--- config.mk ---
export PLATFORM = sky130hd
export DESIGN_NAME = xfer_stat_fifo
export DESIGN_NICKNAME = d
export VERILOG_FILES = /design/src/rtl/xfer_stat_pkg.sv /design/src/rtl/xfer_stat_queue.sv /design/src/rtl/xfer_stat_flags.sv /design/src/rtl/xfer_stat_view.sv /design/src/rtl/xfer_stat_fifo.sv
export SDC_FILE = /design/constraint.sdc
export NUM_CORES = 1
export LEC_CHECK = 0
export BUFFER_PORTS_ARGS = -buffer_cell sky130_fd_sc_hd__buf_2
export CAP_MARGIN = 20
export CORE_ASPECT_RATIO = 0.9
export CORE_UTILIZATION = 35
export DETAILED_ROUTE_END_ITERATION = 10
export PLACE_DENSITY = 0.59
export SLEW_MARGIN = 20
export SYNTH_ARGS = -nofsm -noshare
export SYNTH_HDL_FRONTEND = slang
export SYNTH_SLANG_ARGS = --single-unit
--- constraint.sdc ---
create_clock -name clk_i -period 3.1 [get_ports clk_i]
set_clock_uncertainty 0.05 [all_clocks]
set_input_delay 0 -clock clk_i [delete_from_list [all_inputs] [get_ports clk_i]]
set_output_delay 0 -clock clk_i [all_outputs]
set_load 0.02 [all_outputs]
--- src/rtl/xfer_stat_pkg.sv ---
package xfer_stat_pkg;
  localparam int EP_W     = 4;
  localparam int STAT_W   = 32;
  // field positions decoded by software
  localparam int EP_LSB   = 4;
  localparam int DIR_BIT  = 3;
  localparam int BANK_BIT = 2;

  typedef struct packed {
    logic [EP_W-1:0] ep;
    logic            tx;
    logic            odd;
  } xfer_rec_t;
endpackage

--- src/rtl/xfer_stat_queue.sv ---
module xfer_stat_queue
  import xfer_stat_pkg::*;
#(
  parameter int DEPTH = 4,
  localparam int PTR_W = (DEPTH > 1) ? $clog2(DEPTH) : 1,
  localparam int CNT_W = $clog2(DEPTH + 1)
) (
  input  logic             clk_i,
  input  logic             rst_ni,
  input  logic             wr_en_i,
  input  xfer_rec_t        wr_rec_i,
  input  logic             rd_en_i,
  output xfer_rec_t        head_o,
  output logic [CNT_W-1:0] count_o,
  output logic             nz_next_o,
  output logic             drop_o
);
  localparam logic [CNT_W-1:0] FULL_CNT = CNT_W'(DEPTH);
  localparam logic [PTR_W-1:0] LAST_PTR = PTR_W'(DEPTH - 1);

  xfer_rec_t        mem_q [DEPTH];
  logic [PTR_W-1:0] wr_ptr_q, rd_ptr_q;
  logic [CNT_W-1:0] cnt_q, cnt_d;
  logic             full, empty, wr_ok, rd_ok;

  assign full  = (cnt_q == FULL_CNT);
  assign empty = (cnt_q == '0);
  assign rd_ok = rd_en_i & ~empty;
  // a full queue still accepts when a pop frees a slot this cycle
  assign wr_ok = wr_en_i & (~full | rd_ok);
  assign drop_o = wr_en_i & ~wr_ok;

  always_comb begin
    cnt_d = cnt_q;
    if (wr_ok && !rd_ok)      cnt_d = cnt_q + 1'b1;
    else if (!wr_ok && rd_ok) cnt_d = cnt_q - 1'b1;
  end

  assign nz_next_o = (cnt_d != '0);
  assign count_o   = cnt_q;
  assign head_o    = mem_q[rd_ptr_q];

  function automatic logic [PTR_W-1:0] ptr_inc(input logic [PTR_W-1:0] p);
    return (p == LAST_PTR) ? '0 : p + 1'b1;
  endfunction

  always_ff @(posedge clk_i or negedge rst_ni) begin
    if (!rst_ni) begin
      wr_ptr_q <= '0;
      rd_ptr_q <= '0;
      cnt_q    <= '0;
    end else begin
      if (wr_ok) wr_ptr_q <= ptr_inc(wr_ptr_q);
      if (rd_ok) rd_ptr_q <= ptr_inc(rd_ptr_q);
      cnt_q <= cnt_d;
    end
  end

  for (genvar i = 0; i < DEPTH; i++) begin : g_slot
    always_ff @(posedge clk_i or negedge rst_ni) begin
      if (!rst_ni)                                   mem_q[i] <= '0;
      else if (wr_ok && wr_ptr_q == PTR_W'(i))       mem_q[i] <= wr_rec_i;
    end
  end
endmodule

--- src/rtl/xfer_stat_flags.sv ---
module xfer_stat_flags (
  input  logic clk_i,
  input  logic rst_ni,
  input  logic flag_clr_i,
  input  logic ovf_clr_i,
  input  logic nz_next_i,
  input  logic drop_i,
  output logic pop_o,
  output logic flag_o,
  output logic ovf_o
);
  logic flag_q, ovf_q;

  // clear is honoured only while the flag is up
  assign pop_o = flag_clr_i & flag_q;

  always_ff @(posedge clk_i or negedge rst_ni) begin
    if (!rst_ni) begin
      flag_q <= 1'b0;
      ovf_q  <= 1'b0;
    end else begin
      flag_q <= pop_o ? 1'b0 : nz_next_i;
      if (drop_i)         ovf_q <= 1'b1;
      else if (ovf_clr_i) ovf_q <= 1'b0;
    end
  end

  assign flag_o = flag_q;
  assign ovf_o  = ovf_q;
endmodule

--- src/rtl/xfer_stat_view.sv ---
module xfer_stat_view
  import xfer_stat_pkg::*;
(
  input  logic              valid_i,
  input  xfer_rec_t         head_i,
  output logic [STAT_W-1:0] stat_o
);
  always_comb begin
    stat_o = '0;
    if (valid_i) begin
      stat_o[EP_LSB +: EP_W] = head_i.ep;
      stat_o[DIR_BIT]        = head_i.tx;
      stat_o[BANK_BIT]       = head_i.odd;
    end
  end
endmodule

--- src/rtl/xfer_stat_fifo.sv ---
module xfer_stat_fifo
  import xfer_stat_pkg::*;
#(
  parameter int DEPTH = 4,
  localparam int CNT_W = $clog2(DEPTH + 1)
) (
  input  logic              clk_i,
  input  logic              rst_ni,
  input  logic              xfer_done_i,
  input  logic [EP_W-1:0]   xfer_ep_i,
  input  logic              xfer_tx_i,
  input  logic              xfer_odd_i,
  input  logic              flag_clr_i,
  input  logic              ovf_clr_i,
  output logic [STAT_W-1:0] stat_o,
  output logic              done_flag_o,
  output logic              ovf_o
);
  xfer_rec_t        wr_rec, head;
  logic [CNT_W-1:0] q_count;
  logic             nz_next, drop, pop;

  assign wr_rec = '{ep: xfer_ep_i, tx: xfer_tx_i, odd: xfer_odd_i};

  xfer_stat_queue #(.DEPTH(DEPTH)) u_queue (
    .clk_i     (clk_i),
    .rst_ni    (rst_ni),
    .wr_en_i   (xfer_done_i),
    .wr_rec_i  (wr_rec),
    .rd_en_i   (pop),
    .head_o    (head),
    .count_o   (q_count),
    .nz_next_o (nz_next),
    .drop_o    (drop)
  );

  xfer_stat_flags u_flags (
    .clk_i      (clk_i),
    .rst_ni     (rst_ni),
    .flag_clr_i (flag_clr_i),
    .ovf_clr_i  (ovf_clr_i),
    .nz_next_i  (nz_next),
    .drop_i     (drop),
    .pop_o      (pop),
    .flag_o     (done_flag_o),
    .ovf_o      (ovf_o)
  );

  xfer_stat_view u_view (
    .valid_i (done_flag_o),
    .head_i  (head),
    .stat_o  (stat_o)
  );
endmodule

Word level (Yosys, flattened, before mapping)
Cells that the tools add are included.
- bits in registers: 33
- bits in latches: 0
- bits in writable memories: 0
- memory bits (read-only): 0
- input port bits: 11
- output and inout bits: 34
- logic and storage cells: 59
- memories kept: 0
- add/subtract/negate cells: 4
- multiply operators: 0
- div/mod/pow operators: 0
- order comparisons: 1
- equal/unequal tests: 5
- shift operators: 0
- mux-type cells: 11
- bitwise gates (word level): 9
- reduce and logical (&&, ||, !) cells: 12
- operator list (operator ; count):
    $mux 6 ; 3
    $bmux 6 s2 ; 1
    $eq 2x2->1 const B ; 3
    $logic_and 1x1->1 ; 6
    $mux 3 ; 2
    $add 2x1->2 const B ; 2
    $and 1x1->1 ; 4
    $mux 2 ; 2
    $add 3x1->3 const B ; 1
    $eq 3x3->1 const B ; 1
    $ge 3x3->1 const B ; 1
    $logic_not 3->1 ; 1
    $mux 1 ; 3
    $not 1->1 ; 3
    $not 2->3 ; 1
    $reduce_bool 3->1 ; 1
    $sub 3x1->3 const B ; 1
    $eq 2x1->1 const B ; 1
    $logic_not 1->1 ; 2
    $logic_not 2->1 ; 1
    $reduce_bool 2->1 ; 1
    $or 1x1->1 ; 1

Depth between registers and ports, before layout
- depth after elaboration: 11
- mapped depth: 7
- depth with buffers taken out: 6

Hierarchy
A second synthesis with hierarchy kept.
- cell total of the unflattened synthesis: 170
- area total of the unflattened synthesis: 1973.1 um2
- modules (own cells, without submodules) (module ; times used ; cells each ; area each (um2) ; sequential area each (um2)):
    xfer_stat_queue ; 1 ; 131 ; 1657.8 ; 775.7
    xfer_stat_view ; 1 ; 33 ; 236.5 ; 0.0
    xfer_stat_flags ; 1 ; 6 ; 78.8 ; 50.0

Least setup slack after synthesis
OpenSTA, ideal clock, no wires.
- kind: reg-to-reg
- from: register u_queue.cnt_q[1], in the netlist u_queue.count_o[1]
- to: register u_flags.flag_q, in the netlist u_flags.flag_o
- setup time: 0.129 ns
- arrival time: 1.669 ns
- required time: 2.921 ns
- setup slack: 1.252 ns
- stages on the path, launching flop included: 8
- path buffers: 1
- period minus slack after synthesis: 1.848 ns
- path through: dfrtp_1 > inv_1 > ha_1 > buf_2 > nand2_1 > a21o_1 > a32o_1 > o41a_1
- longest elaborated chain between the ends: 11
- elaborated cells between the ends (all ways): 17
- classes of those cells: 2 x add/sub; 1 x eq/ne; 3 x mux; 5 x bitwise; 6 x reduce/logical
- RTL lines (what ; line ; text):
    start, declared ; xfer_stat_queue.sv:23 ; logic [CNT_W-1:0] cnt_q, cnt_d;
    start signal, assigned ; xfer_stat_queue.sv:55 ; cnt_q <= cnt_d;
    $logic_not 3->1 ; xfer_stat_queue.sv:27 ; assign empty = (cnt_q == '0);
    $not 1->1 ; xfer_stat_queue.sv:28 ; assign rd_ok = rd_en_i & ~empty;
    $and 1x1->1 ; xfer_stat_queue.sv:28 ;
    $or 1x1->1 ; xfer_stat_queue.sv:30 ; assign wr_ok = wr_en_i & (~full | rd_ok);
    $and 1x1->1 ; xfer_stat_queue.sv:30 ;
    $logic_not 1->1 ; xfer_stat_queue.sv:36 ; else if (!wr_ok && rd_ok) cnt_d = cnt_q - 1'b1;
    $logic_and 1x1->1 ; xfer_stat_queue.sv:36 ;
    $mux 3 ; xfer_stat_queue.sv:36 ;
    $mux 3 * ; xfer_stat_queue.sv:35 ; if (wr_ok && !rd_ok) cnt_d = cnt_q + 1'b1;
    net u_queue.cnt_d[1] ; xfer_stat_queue.sv:23 ;
    $reduce_bool 3->1 * ; xfer_stat_queue.sv:39 ; assign nz_next_o = (cnt_d != '0);
    $mux 1 * ; xfer_stat_flags.sv:22 ; flag_q <= pop_o ? 1'b0 : nz_next_i;
    end signal, assigned ; xfer_stat_flags.sv:22 ;
    end, declared ; xfer_stat_flags.sv:12 ; logic flag_q, ovf_q;
The timed path passes the listed nets; every way through them passes the cells marked *.
A chain may end at the register's enable or synchronous reset.

Final worst setup path
- from: register u_queue.cnt_q[1], in the netlist u_queue.count_o[1]
- to: register u_queue.mem_q[19] (netlist bit)
- longest elaborated chain between the ends: 6
- elaborated cells between the ends (all ways): 8
- classes of those cells: 1 x eq/ne; 5 x bitwise; 2 x reduce/logical
- RTL lines (what ; line ; text):
    $logic_not 3->1 ; xfer_stat_queue.sv:27 ;
    $not 1->1 ; xfer_stat_queue.sv:28 ;
    $and 1x1->1 ; xfer_stat_queue.sv:28 ;
    $or 1x1->1 * ; xfer_stat_queue.sv:30 ;
    $and 1x1->1 * ; xfer_stat_queue.sv:30 ;
    $logic_and 1x1->1 * ; xfer_stat_queue.sv:62 ; else if (wr_ok && wr_ptr_q == PTR_W'(i)) mem_q[i] <= wr_rec_i;
    end signal, assigned by index ; xfer_stat_queue.sv:62 ;
    end, declared ; xfer_stat_queue.sv:21 ; xfer_rec_t mem_q [DEPTH];
Every way passes the cells marked *; elsewhere a longest branch is shown, timed or not.

==> metrics <==
main flop type after synthesis=dfrtp_1; CP top delay family=simple AND/OR/NAND/NOR gates; Min-Delay Path Class=in -> reg; fraction of registers with async set or reset after synthesis=100%; WP data required=between 3000 and 4000 ps; post-route antenna net violation count=0; # fillers=between 400 and 500; worst relative slew slack=between 50% and 60%; Crit path top cell by count=nand2_1; reg2reg setup slack=1010 ps; Worst-Margin Slew=between 700 and 800 ps; Finish-stage setup viols=0; stages on the worst setup path=6; WL per Instance=between 10 and 15 um; Overflow after GRT=0; Lkg Pwr=0.961 nW; Tcrit/Tclk final=~67%; root buffer cell=clkbuf_8; core area=between 4000 and 5000 um^2; maximum clock frequency=approximately 0.48 GHz; reg-to-reg endpoint=u_queue.mem_q[19]; CTS tree=yes; Die X=roughly 80 um; crit-path max FO=9; Row Count=24; Hold Vio Cnt, Final=0; TritonCTS buffer count=5; Resize count post-CTS=0; pin count of the biggest net entering global routing=34; worst flop-to-flop path startpoint=u_queue.count_o[1]; Setup CP Type=reg -> reg; Worst-path clk slew=roughly 70 ps; CTS Sinks=33; Crit path largest cell delay=410 ps; Netlist cell types=31; pins over their slew limit=0; multi-input logic area=a little over 900 um^2; status=finished, final reports clean; vias in the first global route=about 1,100; GPL Wtd Cong=0.843; Area Overhead vs Synth=11.3%; WHS Path Cells=3; Critical Path AT=roughly 2200 ps; Initial DRC Count=between 50 and 60; die height=71.4 um; vias per cell=~4.5; cell count after synthesis=157; Post-CTS Setup Bufs=0; FF-to-FF path depth=6; Final nets=203; Cell Pwr Density=approximately 980 nW/um^2; Post-synth EDFFs=0; Seq cells post-synth=33; Worst IR Drop VDD=between 0.2 and 0.3 mV; Clock Tree Buf Depth=2; Initial Util=between 30 and 40%; slowest CP cell=dfrtp_1; final core occ=between 40% and 50%; detailed-route wire length=3.13 mm; post-DP HPWL=approximately 2.2 mm; worst skew pair latency=between 200 and 300 ps; Tmin final=approximately 2100 ps; CTS Hold Bufs=8; die area=about 5700 um^2; RSZ-0062 raised after global routing=no; IO buf count=18; crit path cell chain=inv_1, ha_1, nand2_1, o21a_1, nand2_1, mux2_1; IO Pins=45; CP Launch Type=flop; via count=1,116; Worst Path Buf+Inv=1; hold_sp=xfer_done_i; total negative setup slack=0 ps; FF+latch area=826 um^2; H-tree levels=2; antenna violations before repair=0; Ant. Diodes=0; first-pass GRT wire length=~5.3 mm; layout cells sized above 1=approximately 18%; Post-route DRC=0; Mean Syn Cell Area=~12 um^2; DRT Pass-1 Iters=4; crit end category=flop; Post-Synthesis Cell Area=1870 um^2; Synthesis Warnings=0; GRT Total Usage=roughly an eighth; maxcap violations=0; end of the worst hold path=u_flags.ovf_o; sequential share of the synthesized area=roughly 44%
where the power goes:
| group | total, mW | switching [mW] | internal, mW |
|---|---|---|---|
| Clock | 0.304 | 0.149 | 0.155 |
| Combinational | 0.904 | 0.436 | 0.468 |
| Sequential | 0.839 | 0.188 | 0.651 |
| Total | 2.05 | 0.773 | 1.27 |
tightest hold or removal path, cell delays in order:
cell	delay (ps)
buf_2	180
nand4_1	120
o21ai_1	60
worst max-delay path by stage:
stage                                    to                from
after floorplan              u_flags.flag_o  u_queue.count_o[1]
after global placement    u_queue.mem_q[19]  u_queue.count_o[1]
after detailed placement  u_queue.mem_q[19]  u_queue.count_o[1]
after CTS                 u_queue.mem_q[19]  u_queue.count_o[1]
after global routing      u_queue.mem_q[21]  u_queue.count_o[1]
final                     u_queue.mem_q[19]  u_queue.count_o[1]
synth_stat cells (2+ instances only):
master | number | area (um^2)
a21oi_1 | 3 | 15.0
and2_1 | 7 | 43.8
buf_2 | 2 | 10.0
buf_4 | 26 | 195
clkbuf_1 | 3 | 11.3
dfrtp_1 | 33 | 826
ha_1 | 8 | 100
inv_1 | 5 | 18.8
mux2_1 | 25 | 282
mux4_2 | 6 | 135
nand2_1 | 10 | 37.5
nand3_1 | 2 | 10.0
nor2_1 | 4 | 15.0
nor2b_1 | 2 | 12.5
o21ai_0 | 2 | 10.0
o21ai_1 | 3 | 15.0
xnor2_1 | 2 | 17.5
metal layers:
metal  wire (um)  vias to the layer above  track usage (%)
met4          42                        0             4.24
met2        1460                       35             18.9
met5           0                        -                0
li1            -                      543                -
met1        1490                      534             17.3
met3         144                        4             4.20
logic make-up (layout without fill, tap and decap cells):
group	Yosys count	count (layout)	synth area share (%)
flops	33	33	44.1
buf+inv	36	39	12.6
fa+ha+maj	8	8	5.34
simple gates	29	29	7.74
other cells	1	26	0.200
compound gates	16	16	6.34
mux	32	32	22.8
xor+xnor	2	2	0.935
flip-flops by register name (all words and copies together), names as in the netlist:
name,flops
u_flags.flag_o,1
u_flags.ovf_o,1
u_queue.count_o,3
u_queue.rd_ptr_q,2
u_queue.wr_ptr_q,2
u_queue.mem_q,24
metrics by stage:
stage	setup slack [ps]	power (mW)	hold slack, ps	instances	instance area [um^2]
floorplan	1250	1.54	-346	182	1970
finish	1010	2.05	72.6	250	2090
CTS	991	2.08	59.7	250	2090
global route	838	2.22	79.7	250	2090
detailed placement	998	1.76	55.5	234	1920
global placement	1030	1.75	51.9	234	1920
area by class of cell:
| cell class | count | share of cell area [%] |
|---|---|---|
| Inverter | 5 | 0.900 |
| Multi-Input combinational cell | 113 | 43.5 |
| Sequential cell | 33 | 39.6 |
| Clock inverter | 2 | 0.480 |
| Clock buffer | 6 | 3.48 |
| Tap cell | 65 | 3.90 |
| Timing Repair Buffer | 26 | 8.16 |
placed cells by master (no fill, tap or decap), drive strengths merged:
cell          n
dfrtp        33
conb         26
mux2         26
buf          18
nand2        10
ha            8
dlygate4sd3   8
and2          7
mux4          6
clkbuf        6
inv           5
o21ai         5
nor2          4
a21oi         3
xnor2         2
nor2b         2
nand3         2
clkinv        2
a221oi        2
a21o          1
and2b         1
nand2b        1
a32o          1
o32a          1
o221ai        1
or2           1
o41a          1
o21a          1
nand4         1
Power figures use the tool's default switching activity.
